### src/rtl/indirect_store_unit.sv
module indirect_store_unit #(
  parameter int DATA_W    = 32,
  parameter int ADDR_W    = 24,
  parameter int MODE_W    = 2,
  parameter logic [DATA_W-1:0] TERM_ADDR = 32'h00FF_FFFC
) (
  input  logic              clk,
  input  logic              rst_n,
  input  logic              cmd_valid,
  input  logic [MODE_W-1:0] src_mode,
  input  logic [DATA_W-1:0] src_value,
  input  logic [DATA_W-1:0] addr_value,
  output logic              mem_we,
  output logic [ADDR_W-1:0] mem_addr,
  output logic [DATA_W-1:0] mem_wdata,
  output logic [DATA_W/8-1:0] mem_be,
  output logic              term_valid,
  output logic [DATA_W-1:0] term_data,
  output logic              err
);
  localparam int BE_W = DATA_W / 8;
  localparam logic [MODE_W-1:0] MODE_DIRECT = '0;

  logic legal, hits_term;

  assign legal     = cmd_valid && (src_mode == MODE_DIRECT);
  assign hits_term = (addr_value == TERM_ADDR);

  always_ff @(posedge clk) begin
    if (!rst_n) begin
      mem_we     <= 1'b0;
      mem_addr   <= '0;
      mem_wdata  <= '0;
      mem_be     <= '0;
      term_valid <= 1'b0;
      term_data  <= '0;
      err        <= 1'b0;
    end else begin
      mem_we     <= legal;
      mem_be     <= {BE_W{legal}};
      term_valid <= legal && hits_term;
      err        <= cmd_valid && !legal;
      if (legal) begin
        mem_addr  <= addr_value[ADDR_W-1:0];
        mem_wdata <= src_value;
      end
      if (legal && hits_term)
        term_data <= src_value;
    end
  end
endmodule


### config.mk
export PLATFORM = sky130hd
export DESIGN_NAME = indirect_store_unit
export DESIGN_NICKNAME = d
export VERILOG_FILES = /design/src/rtl/indirect_store_unit.sv
export SDC_FILE = /design/constraint.sdc
export NUM_CORES = 1
export LEC_CHECK = 0
export ABC_AREA = 1
export BUFFER_PORTS_ARGS = -buffer_cell sky130_fd_sc_hd__buf_2
export CORE_ASPECT_RATIO = 2
export CORE_UTILIZATION = 52
export CTS_BUF_LIST = sky130_fd_sc_hd__clkbuf_4
export DETAILED_ROUTE_END_ITERATION = 10
export PLACE_DENSITY = 0.88
export SETUP_SLACK_MARGIN = 0.3
export SLEW_MARGIN = 20
export SYNTH_ARGS = -nofsm -noshare
export SYNTH_HDL_FRONTEND = slang
export SYNTH_SLANG_ARGS = --single-unit
### constraint.sdc
create_clock -name clk -period 3.1 [get_ports clk]
set_input_delay 0.93 -clock clk [delete_from_list [all_inputs] [get_ports clk]]
set_output_delay 0.93 -clock clk [all_outputs]
set_load 0.02 [all_outputs]
After elaboration in Yosys (flattened, before gate mapping) --
Index checks and enable logic that the tools add are counted.
Cells by class: reduce and logical (&&, ||, !) cells 5, equality and inequality tests 1
Operators by type and width (number):
- equality test 32 x 24 -> 1 bit, second input constant | 1
- logical AND 1 bit | 3
- logical NOT 2 bit | 1
- logical NOT 1 bit | 1
Word-level totals: bits of input ports 69, bits in registers 92, output and inout port bits 95

Depth between registers and ports, before layout --
word-level depth 4, mapped depth 9, depth with buffers taken out 8

Least setup slack after synthesis --
No wires, ideal clock.
kind input to register, from in src_mode[1], to reg term_data[23], stages 9, buffers on the path 1, setup slack 1174 ps, arrival 1811 ps, required time 2985 ps, cell sequence nor2_2 > nand2_2 > nor2_2 > nand2_2 > nor2_8 > buf_6 > nand3_1 > nand2_1 > nor2_1
Between the ends: cells in the longest elaborated chain, start to end 3
Ends and longest elaborated chain:
- from (decl) | RTL line 10 | input logic [MODE_W-1:0] src_mode,
- logical NOT 2 bit | RTL line 26 | assign legal = cmd_valid && (src_mode == MODE_DIRECT);
- logical AND 1 bit | RTL line 26
- logical AND 1 bit | RTL line 47 | if (legal && hits_term)
- to (signal assigned) | RTL line 48 | term_data <= src_value;
- to (decl) | RTL line 18 | output logic [DATA_W-1:0] term_data,
Every way passes these cells. A chain may end at the register's enable or synchronous reset.

Final worst setup path --
from in addr_value[14], to reg term_data[25]
Between the ends: cells in the longest elaborated chain, start to end 2
Ends and longest elaborated chain:
- from (decl) | RTL line 12 | input logic [DATA_W-1:0] addr_value,
- equality test 32 x 24 -> 1 bit | RTL line 27 | assign hits_term = (addr_value == TERM_ADDR);
- logical AND 1 bit | RTL line 47
Every way passes these cells.

==> qor.yml <==
outcome:
  status: "finished, final reports clean"
synthesis:
  synth_top_area_share_pct: 51.1
  ys_ff_latch: 91
  syn_inst: 474
  yosysTopAreaCell: "dfxtp_1"
  synthesis.nets: 543
  yosysSeqAreaShare_pct: 51.1
  yosys_warnings: 0
  yosysUniqueCellTypes: 19
  ys_top_cells_by_area: "dfxtp_1, nor2_1, a21oi_1, o21ai_0, nand2_1"
  synth_area_per_cell_um2: 7.52
  syn-cell-area_um2: 3560
critical_path:
  rrSetupSlack_ps: 2410
  critical-path-max-stage-delay_ps: 490
  r2r_start: "mem_wdata[27]"
  crit_slowest_cell: "nor2_8"
  r2r-end: "mem_wdata[27]"
  worst-path-buf-inv: 2
  r2r_cells: 2
  path_class: "input port to register"
  crit_fanout: 39
  cp_data_required_time_ps: 3420
  crit_family: "simple AND/OR/NAND/NOR gates"
  end_kind: "register"
  arrival_ps: 2550
  startpoint_type: "input port"
  path_cells: "buf_2 > nand2_1 > nor2_1 > nand3_1 > nor2_8 > buf_12 > nand3_1 > nand2_1 > nor2_1"
timing:
  fmax_ghz: 0.448
  hold_slack_ps: 492
  skew_ps: 0
  slew_violations: 0
  hold_violations: 0
  tns_ps: 0
  worst_pin_slew_ps: 517
  fin_crit_ps: 2230
  post-route-period-util_pct: 72.0
  rsz0062_at_grt: "no"
  finalSetupViolCount: 0
  relSlewSlack_pct: 65.5
layout:
  nFillCells: 592
  finalInstanceArea_um2: 4450
  layout.cells.non_filler: 712
  syn_to_final_growth_pct: 24.9
  multi_input_area_um2: 1400
  seq_area_um2: 1820
  finalNetCount: 688
  drive_gt1_share_pct: 30.2
  post-route-util_pct: 67.3
routing:
  drtAntennaViolNets: 0
  via_per_inst: 5.10
  via_count: 3633
  wire_per_inst_um: 13.1
  drt_pass1_iterations: 5
  drt_iter0_drc: 224
  drcViolationCount: 0
  routed_wl_mm: 9.35
die:
  rows: 42
  die_y_um: 119
  die_area_um2: 7210
  die_x_um: 60.5
  initial_utilization_pct: 53.8
  ios: 164
  coreArea_um2: 6620
clocking:
  clockBufferDepth: 2
  worst_skew_pair.late_latency_ps: 420
  numCtsBuffers: 9
  numClockSinks: 91
  cts_tree: "yes"
  cts_hold_buf: 0
  cts_setup_buffers: 0
  clk_pin_slew_ps: 120
  post_cts_resized: 0
  cts_root_buf: "clkbuf_4"
  cts_max_level: 3
place:
  gp_congestion: 0.829
  place_inst: 696
  dp_hpwl_mm: 6.99
  place.port_buffers: 163
  post_dp_cell_area_um2: 4360
job:
  max_cap_violations: 0
worst_hold_path:
  min_path_cells: 2
  hold_class: "register to register"
  holdPathEnd: "term_data[8]"
  worstHoldStart: "term_data[8]"
pwr:
  power.density_nw_per_um2: 446
  irDropWorstVdd_mv: 0.346
  power.leakage_nw: 2.30
grt:
  grt_max_degree: 56
  gr-total-overflow: 0
  grt_usage_pct: 27.0
  grt_pass1_wl_mm: 14.6
  antenna_found_initial: 1
  grt_pass1_vias: 3383
-- stage by stage --
step	power (W)	setup WS (ps)
after global placement	0.00150	534
final	0.00199	868
after global routing	0.00208	792
after floorplan	0.00140	1170
after detailed placement	0.00151	440
after CTS	0.00200	903
-- logic make-up (layout without fill, tap and decap cells) --
logic type	Yosys count	after routing	synth area share, %
AOI/OAI and AO/OA	122	122	17.1
other	0	1	0
DFF	91	91	51.1
buffers and inverters	75	224	9.86
and+or+nand+nor	186	186	21.9
-- metal layers --
metal	wire, µm	GRT usage [%]
met3	532	7.71
met4	535	17.6
met2	4940	45.9
met5	0	0
met1	3340	27.0
-- sequential cells by signal (all words and copies together), names as in the netlist --
register	flops
term_data	32
term_valid	1
err	1
mem_addr	24
mem_be	1
mem_wdata	32
-- Yosys cell counts --
library cell / count
nor2_2: 3
inv_2: 1
inv_1: 37
dfxtp_1: 91
buf_2: 8
nand3_1: 33
a21oi_1: 66
buf_6: 6
nor2_8: 1
buf_4: 4
and2_1: 1
nand2_2: 2
nand4_1: 3
clkbuf_1: 15
nor2_1: 93
nand2_1: 49
o21ai_0: 56
nor4_1: 1
buf_1: 4
-- placed cells by master (no fill, tap or decap), drive strengths merged --
cell    netlist  layout
dfxtp        91      91
a21oi        66      66
clkinv        0       6
nor2         97      97
diode         0       1
nor4          1       1
clkbuf       15       9
o21ai        56      56
inv          38      38
buf          22     171
and2          1       1
nand2        51      51
nand4         3       3
nand3        33      33
-- where the power goes --
part	total, W	leakage, nW	internal, W	switching, W
Combinational	0.000257	1.51	0.0000944	0.000162
Clock	0.000503	0.0532	0.000147	0.000356
Sequential	0.00123	0.740	0.00121	0.0000177
Total	0.00199	2.30	0.00145	0.000536
-- layout make-up --
| type | count | area share (%) |
|---|---|---|
| antenna | 1 | 0.0562 |
| sequential | 91 | 40.9 |
| timing repair buffer | 171 | 19.9 |
| clock buffer | 9 | 1.52 |
| tap | 88 | 2.47 |
| clock inverter | 6 | 0.534 |
| multi-input combinational | 308 | 31.4 |
| inverter | 38 | 3.20 |
-- worst max path at each step --
stage / depth (start not counted) / endpoint / from / slack (ps)
floorplan: 9 / term_data[23] / src_mode[1] / 1170
global placement: 9 / term_data[23] / addr_value[15] / 530
detailed placement: 9 / term_data[25] / addr_value[14] / 440
CTS: 9 / term_data[25] / addr_value[14] / 900
global route: 9 / term_data[25] / addr_value[14] / 790
finish: 9 / term_data[25] / addr_value[14] / 870
-- worst min-delay path: cells and delay by family (launching register included) --
| family | cells | cell delay (ps) |
|---|---|---|
| compound gates | 1 | 40 |
| flops | 1 | 340 |
| simple gates | 1 | 80 |
Power figures use the tool's default switching activity.
